--- src/rtl/bcr_pkg.sv ---
package bcr_pkg;

    parameter int DATA_W   = 32;
    parameter int NUM_REGS = 28;
    localparam int SEL_W   = $clog2(NUM_REGS);

    // Word indices whose behaviour differs from plain storage
    localparam int IDX_GEN    = 1;
    localparam int IDX_ENSET  = 12;
    localparam int IDX_ENCLR  = 13;
    localparam int IDX_INTEN  = 14;
    localparam int IDX_ISTAT  = 15;
    localparam int RST_BIT    = 2;

    localparam logic [1:0] SIZE_WORD = 2'b10;

    typedef enum logic [2:0] {
        K_PLAIN,
        K_GEN,
        K_SET,
        K_CLR,
        K_RO
    } wkind_e;

    function automatic wkind_e kind_of(input logic [SEL_W-1:0] sel);
        case (int'(sel))
            IDX_GEN:              kind_of = K_GEN;
            IDX_ENSET:            kind_of = K_SET;
            IDX_ENCLR:            kind_of = K_CLR;
            IDX_INTEN, IDX_ISTAT: kind_of = K_RO;
            default:              kind_of = K_PLAIN;
        endcase
    endfunction

    function automatic logic [DATA_W-1:0] power_on_value(input int idx);
        case (idx)
            0:       power_on_value = 32'h0000_0C40;
            1:       power_on_value = 32'h0000_1384;
            2:       power_on_value = 32'h2BFF_8010;
            3:       power_on_value = 32'h255E_0091;
            4:       power_on_value = 32'h0000_6140;
            7, 8:    power_on_value = 32'h0000_01FF;
            26:      power_on_value = 32'h0000_0008;
            27:      power_on_value = 32'h1000_0000;
            default: power_on_value = '0;
        endcase
    endfunction

endpackage

--- src/rtl/bcr_decode.sv ---
module bcr_decode
    import bcr_pkg::*;
#(
    parameter int ADDR_W = 8,
    localparam int IDX_W = ADDR_W - 2
) (
    input  logic              req_valid,
    input  logic              req_write,
    input  logic [1:0]        req_size,
    input  logic [ADDR_W-1:0] req_addr,
    output logic              wr_en,
    output logic              rd_en,
    output logic              rd_hit,
    output logic [SEL_W-1:0]  sel
);

    logic [IDX_W-1:0] idx;
    logic             word_ok;
    logic             defined;

    always_comb begin
        idx     = req_addr[ADDR_W-1:2];
        word_ok = (req_size == SIZE_WORD) && (req_addr[1:0] == 2'b00);
        defined = int'(idx) < NUM_REGS;
        sel     = defined ? idx[SEL_W-1:0] : '0;
        wr_en   = req_valid && req_write && word_ok && defined;
        rd_en   = req_valid && !req_write;
        rd_hit  = rd_en && word_ok && defined;
    end

endmodule

--- src/rtl/bcr_store.sv ---
module bcr_store
    import bcr_pkg::*;
(
    input  logic              clk,
    input  logic              rst_n,
    input  logic              wr_en,
    input  logic [SEL_W-1:0]  sel,
    input  logic [DATA_W-1:0] wdata,
    output logic [DATA_W-1:0] words [NUM_REGS],
    output logic              reset_req,
    output logic [DATA_W-1:0] int_enable
);

    typedef struct {
        logic [DATA_W-1:0] word [NUM_REGS];
        logic              rst_req;
    } store_t;

    store_t st_d, st_q;

    always_comb begin
        st_d         = st_q;
        st_d.rst_req = 1'b0;
        if (wr_en) begin
            case (kind_of(sel))
                K_PLAIN: st_d.word[sel] = wdata;
                K_GEN: begin
                    st_d.word[sel] = wdata;
                    st_d.rst_req   = !st_q.word[IDX_GEN][RST_BIT] && wdata[RST_BIT];
                end
                K_SET: begin
                    st_d.word[sel]       = wdata;
                    st_d.word[IDX_INTEN] = st_q.word[IDX_INTEN] | wdata;
                end
                K_CLR: begin
                    st_d.word[sel]       = wdata;
                    st_d.word[IDX_INTEN] = st_q.word[IDX_INTEN] & ~wdata;
                end
                default: ;
            endcase
        end
    end

    always_ff @(posedge clk or negedge rst_n) begin
        if (!rst_n) begin
            for (int i = 0; i < NUM_REGS; i++) begin
                st_q.word[i] <= power_on_value(i);
            end
            st_q.rst_req <= 1'b0;
        end else begin
            st_q <= st_d;
        end
    end

    for (genvar g = 0; g < NUM_REGS; g++) begin : g_out
        assign words[g] = st_q.word[g];
    end
    assign reset_req  = st_q.rst_req;
    assign int_enable = st_q.word[IDX_INTEN];

    p_set_or_r4: assert property (@(posedge clk) disable iff (!rst_n)
        wr_en && int'(sel) == IDX_ENSET |=> ((int_enable & $past(wdata)) == $past(wdata)));

    p_clr_bits_r5: assert property (@(posedge clk) disable iff (!rst_n)
        wr_en && int'(sel) == IDX_ENCLR |=> ((int_enable & $past(wdata)) == '0));

    p_en_ro_r6: assert property (@(posedge clk) disable iff (!rst_n)
        wr_en && int'(sel) == IDX_INTEN |=> $stable(int_enable));

    p_stat_ro_r6: assert property (@(posedge clk) disable iff (!rst_n)
        wr_en && int'(sel) == IDX_ISTAT |=> $stable(st_q.word[IDX_ISTAT]));

    p_pulse_one_r7: assert property (@(posedge clk) disable iff (!rst_n)
        reset_req |=> !reset_req);

    p_pulse_cause_r7: assert property (@(posedge clk) disable iff (!rst_n)
        reset_req |-> $past(wr_en) && int'($past(sel)) == IDX_GEN);

endmodule

--- src/rtl/bcr_rdport.sv ---
module bcr_rdport
    import bcr_pkg::*;
(
    input  logic              clk,
    input  logic              rst_n,
    input  logic              rd_en,
    input  logic              rd_hit,
    input  logic [SEL_W-1:0]  sel,
    input  logic [DATA_W-1:0] words [NUM_REGS],
    output logic              rd_valid,
    output logic [DATA_W-1:0] rd_data
);

    typedef struct packed {
        logic              valid;
        logic [DATA_W-1:0] data;
    } rd_t;

    rd_t rd_d, rd_q;

    always_comb begin
        rd_d.valid = rd_en;
        rd_d.data  = rd_hit ? words[sel] : '0;
    end

    always_ff @(posedge clk or negedge rst_n) begin
        if (!rst_n) begin
            rd_q <= '0;
        end else begin
            rd_q <= rd_d;
        end
    end

    assign rd_valid = rd_q.valid;
    assign rd_data  = rd_q.data;

    p_rd_latency_r9: assert property (@(posedge clk) disable iff (!rst_n)
        rd_en |=> rd_valid);

    p_rd_idle_r9: assert property (@(posedge clk) disable iff (!rst_n)
        !rd_en |=> !rd_valid);

    p_rd_zero_r8: assert property (@(posedge clk) disable iff (!rst_n)
        rd_en && !rd_hit |=> rd_data == '0);

endmodule

--- src/rtl/bridge_ctrl_regs.sv ---
module bridge_ctrl_regs
    import bcr_pkg::*;
#(
    parameter int ADDR_W = 8
) (
    input  logic              clk,
    input  logic              rst_n,
    input  logic              req_valid,
    input  logic              req_write,
    input  logic [1:0]        req_size,
    input  logic [ADDR_W-1:0] req_addr,
    input  logic [31:0]       req_wdata,
    output logic              rd_valid,
    output logic [31:0]       rd_data,
    output logic              reset_req,
    output logic [31:0]       int_enable
);

    logic             wr_en;
    logic             rd_en;
    logic             rd_hit;
    logic [SEL_W-1:0] sel;
    logic [DATA_W-1:0] words [NUM_REGS];

    bcr_decode #(.ADDR_W(ADDR_W)) u_decode (
        .req_valid (req_valid),
        .req_write (req_write),
        .req_size  (req_size),
        .req_addr  (req_addr),
        .wr_en     (wr_en),
        .rd_en     (rd_en),
        .rd_hit    (rd_hit),
        .sel       (sel)
    );

    bcr_store u_store (
        .clk        (clk),
        .rst_n      (rst_n),
        .wr_en      (wr_en),
        .sel        (sel),
        .wdata      (req_wdata),
        .words      (words),
        .reset_req  (reset_req),
        .int_enable (int_enable)
    );

    bcr_rdport u_rdport (
        .clk      (clk),
        .rst_n    (rst_n),
        .rd_en    (rd_en),
        .rd_hit   (rd_hit),
        .sel      (sel),
        .words    (words),
        .rd_valid (rd_valid),
        .rd_data  (rd_data)
    );

    p_wr_defined_r8: assert property (@(posedge clk) disable iff (!rst_n)
        wr_en |-> int'(req_addr >> 2) < NUM_REGS);

endmodule

--- config.mk ---
export PLATFORM = sky130hd
export DESIGN_NAME = bridge_ctrl_regs
export DESIGN_NICKNAME = d
export VERILOG_FILES = /design/src/rtl/bcr_pkg.sv /design/src/rtl/bcr_decode.sv /design/src/rtl/bcr_store.sv /design/src/rtl/bcr_rdport.sv /design/src/rtl/bridge_ctrl_regs.sv
export SDC_FILE = /design/constraint.sdc
export NUM_CORES = 1
export LEC_CHECK = 0
export BUFFER_PORTS_ARGS = -buffer_cell sky130_fd_sc_hd__buf_2
export CORE_MARGIN = 2
export CORE_UTILIZATION = 25
export DETAILED_ROUTE_END_ITERATION = 10
export GPL_ROUTABILITY_DRIVEN = 0
export PLACE_DENSITY_LB_ADDON = 0.1
export SYNTH_ARGS = -nofsm -noshare
export SYNTH_HDL_FRONTEND = slang
export SYNTH_SLANG_ARGS = --single-unit
--- constraint.sdc ---
create_clock -name clk -period 1.9 [get_ports clk]
set_input_delay 0.095 -clock clk [delete_from_list [all_inputs] [get_ports clk]]
set_output_delay 0.095 -clock clk [all_outputs]
set_load 0.03 [all_outputs]
==> qor.yml <==
design.die.area_um2: 173000
fin_worst_skew_ns: 0.0203
total_power_mw: 46.1
num_vias: 28889
min_period_ns: 1.84
drtPass1Iterations: 5
clk_latency_ns: 0.72
finalSetupViolations: 0
synth-seq-cells: 930
critPathKind: "in -> reg"
io_buffer_count: 111
p_leak_nw: 25.8
cts_tree: "built"
netlist_area_um2: 42400
final.setup.worst_slack_ns: 0.0639
grt_max_degree: 106
synth_cells: 3243
nFillCells: 16907
syn2layout_area_growth_pct: 25.8
grt_pass1_vias: 31443
fin_crit_sh: 0.966
worst_pin_slew_ns: 0.741
slew_headroom: 0.504
antenna_found_initial: 5
drv_slew: 0
synth_nets: 3289
pre_cts_slack_ns: -0.734
nets: 3602
status: "finished clean"
crit_fanout: 11
powerDensity_nw_per_um2: 863
cap_violations: 0
hold_class: "in -> async"
regArea_um2: 23300
ir_worst_vdd_mv: 0.628
core-area_um2: 169000
cts_setup_buffers: 0
wl_per_cell_um: 28.4
synth-adder-area-share: 0
fin_setup_tns_ns: 0
startpoint_type: "primary input"
clock_sinks: 930
start_util: 0.251
drive_gt1_frac: 0.468
syn_avg_cell_area_um2: 13.1
synth_compound_area_frac: 0.0801
arrival_ns: 2.49
grt_use_total: 0.192
synth_edf_count: 0
muxShareOfSynthArea: 0.265
synthSimpleGateAreaFrac: 0.0592
post-route-util: 0.316
max_freq_ghz: 0.545
cts.clk_slew.worst_paths_ns: 0.06
overflow: 0
synthXorXnorAreaFrac: 0
drt_wl_total_um: 167000
route.antenna.remaining_nets: 0
numCtsBuffers: 114
rsz0062_at_grt: "false"
fp.dieW_um: 416
grt_pass1_wl_um: 239000
place_hpwl_um: 114000
synth_top_family_by_area: "multiplexers"
root_buffer: "clkbuf_16"
rows: 151
viasPerCell: 4.92
multiInputGateArea_um2: 17400
ys_seq_area_frac: 0.550
drcViolationCount: 0
synth_ff_type: "dfrtp_1"
required_ns: 2.56
ys_warn_count: 0
die_h_um: 416
crit_path_end_kind: "register"
synth_cell_type_count: 72
async_reset_ff_frac: 1.00
hold_violations: 0
io_pins: 112
first_iter_violations: 1653
clockBufferDepth: 3
htreeDepth: 3
==> through the flow <==
| stage | hold WS (ns) | cell area [um2] | instances |
|---|---|---|---|
| final | 0.0442 | 53300 | 5870 |
| after global routing | 0.0442 | 53300 | 5869 |
| after CTS | 0.0121 | 53300 | 5869 |
| after detailed placement | -0.0179 | 49000 | 5622 |
| after global placement | -0.0143 | 49000 | 5622 |
| after floorplan | -0.201 | 42400 | 3243 |
==> kinds of logic after synthesis <==
kind of cell	count (synthesis)
multiplexers	999
flip-flops	930
AO/OA/AOI/OAI	467
AND/OR/NAND/NOR	450
buffers and inverters	397
==> state kept, by name, summed over array words and instances, names as in the netlist <==
register / count
u_store.int_enable: 32
u_store.reset_req: 1
u_rdport.rd_valid: 1
u_rdport.rd_data: 32
u_store.words: 864
==> layout make-up <==
type                       count  area share
sequential                   930       0.438
multi-input combinational   1916       0.325
timing repair buffer         592       0.111
clock buffer                 183      0.0659
tap                         2218      0.0520
clock inverter                28     0.00776
inverter                       2    0.000141
antenna                        1   0.0000469
==> metal layers <==
metal / up-vias / share of wire / wire length (um) / global-route usage
met5: - / 0 / 0 / 0
met4: 0 / 0.029 / 4830 / 0.0609
met3: 226 / 0.032 / 5410 / 0.0265
met2: 553 / 0.49 / 81600 / 0.326
met1: 15561 / 0.45 / 75100 / 0.252
li1: 12549 / - / - / -
==> critical path, cell delays in order <==
cell and delay, ns:
dlygate4sd3_1 0.53, buf_2 0.15, nor2b_1 0.21, nand3_2 0.14
buf_12 0.20, or4_1 0.58, a21oi_1 0.21, buf_4 0.15
and4_1 0.21
==> synthesized netlist by cell type (4+ instances only) <==
library cell,n,area (um2)
dfrtp_1,873,21800
mux2_2,836,9410
clkbuf_1,156,586
nor2_1,140,526
buf_2,134,671
mux2i_1,110,1100
a21oi_1,77,385
nand3_1,71,355
o221ai_1,65,569
nor3_1,61,305
o22ai_1,60,375
buf_4,58,435
dfstp_2,57,1500
nor2b_1,44,275
o31ai_1,43,323
buf_1,42,158
mux2_1,41,462
a2111oi_0,40,350
a22oi_1,38,285
o21ai_0,35,175
o21a_1,33,248
nand2_1,28,105
and4_1,21,184
a221oi_1,19,166
or4_1,14,105
mux4_2,12,270
a221o_1,10,100
a211oi_1,9,67.6
a22o_1,9,78.8
nand2_2,6,37.5
nand4_1,6,37.5
and4b_1,5,50.1
buf_6,5,56.3
nand2b_1,5,31.3
nor2_2,5,31.3
nor4b_1,5,43.8
o41ai_1,5,43.8
and3_1,4,25.0
nor4b_4,4,95.1
==> placed cells by master (no fill, tap or decap), drive strengths merged, types with 6 or more instances in the layout <==
master and instances:
nor3 62, dfstp 57, mux2i 110, nor2 148
a211oi 9, nand4 6, a221oi 19, clkinv 14
o21a 33, nand2 34, dlygate4sd3 36, mux4 12
a2111oi 40, o21ai 35, o31ai 43, nand3 72
nor4b 9, buf 556, mux2 877, nor2b 44
a221o 10, o221ai 65, or4 14, bufinv 10
a21oi 77, a22o 9, clkbuf 183, o22ai 60
dfrtp 873, and4 21, a22oi 38
==> worst paths after layout <==
kind / from / endpoint / slack (ns) / cells past startpoint
min in group clk: req_addr[5] / u_rdport.rd_data[31] / 0.18 / 5
worst max-delay path: req_write / u_rdport.rd_data[4] / 0.06 / 9
worst min register to register: u_store.words[400] / u_store.words[400] / 0.37 / 0
worst max register to register: u_store.words[612] / u_rdport.rd_data[4] / 0.08 / 6
worst min-delay path: rst_n / u_store.words[297] / 0.04 / 3
max in group asynchronous: rst_n / u_store.words[116] / 0.70 / 3
==> power by group <==
group	internal, mW	switching, mW	leakage (nW)
Combinational	1.16	2.08	11.1
Sequential	20.0	0.0779	12.8
Clock	13.9	8.84	1.93
Total	35.1	11.0	25.8
==> repair_timing <==
action	4_1_cts	5_1_grt
endpoints found under the hold margin	1326	0
hold buffers	36	0
endpoints found under the setup margin	1	4
gates resized for setup	1	4
Note: power is estimated with default switching activity, not from simulation.
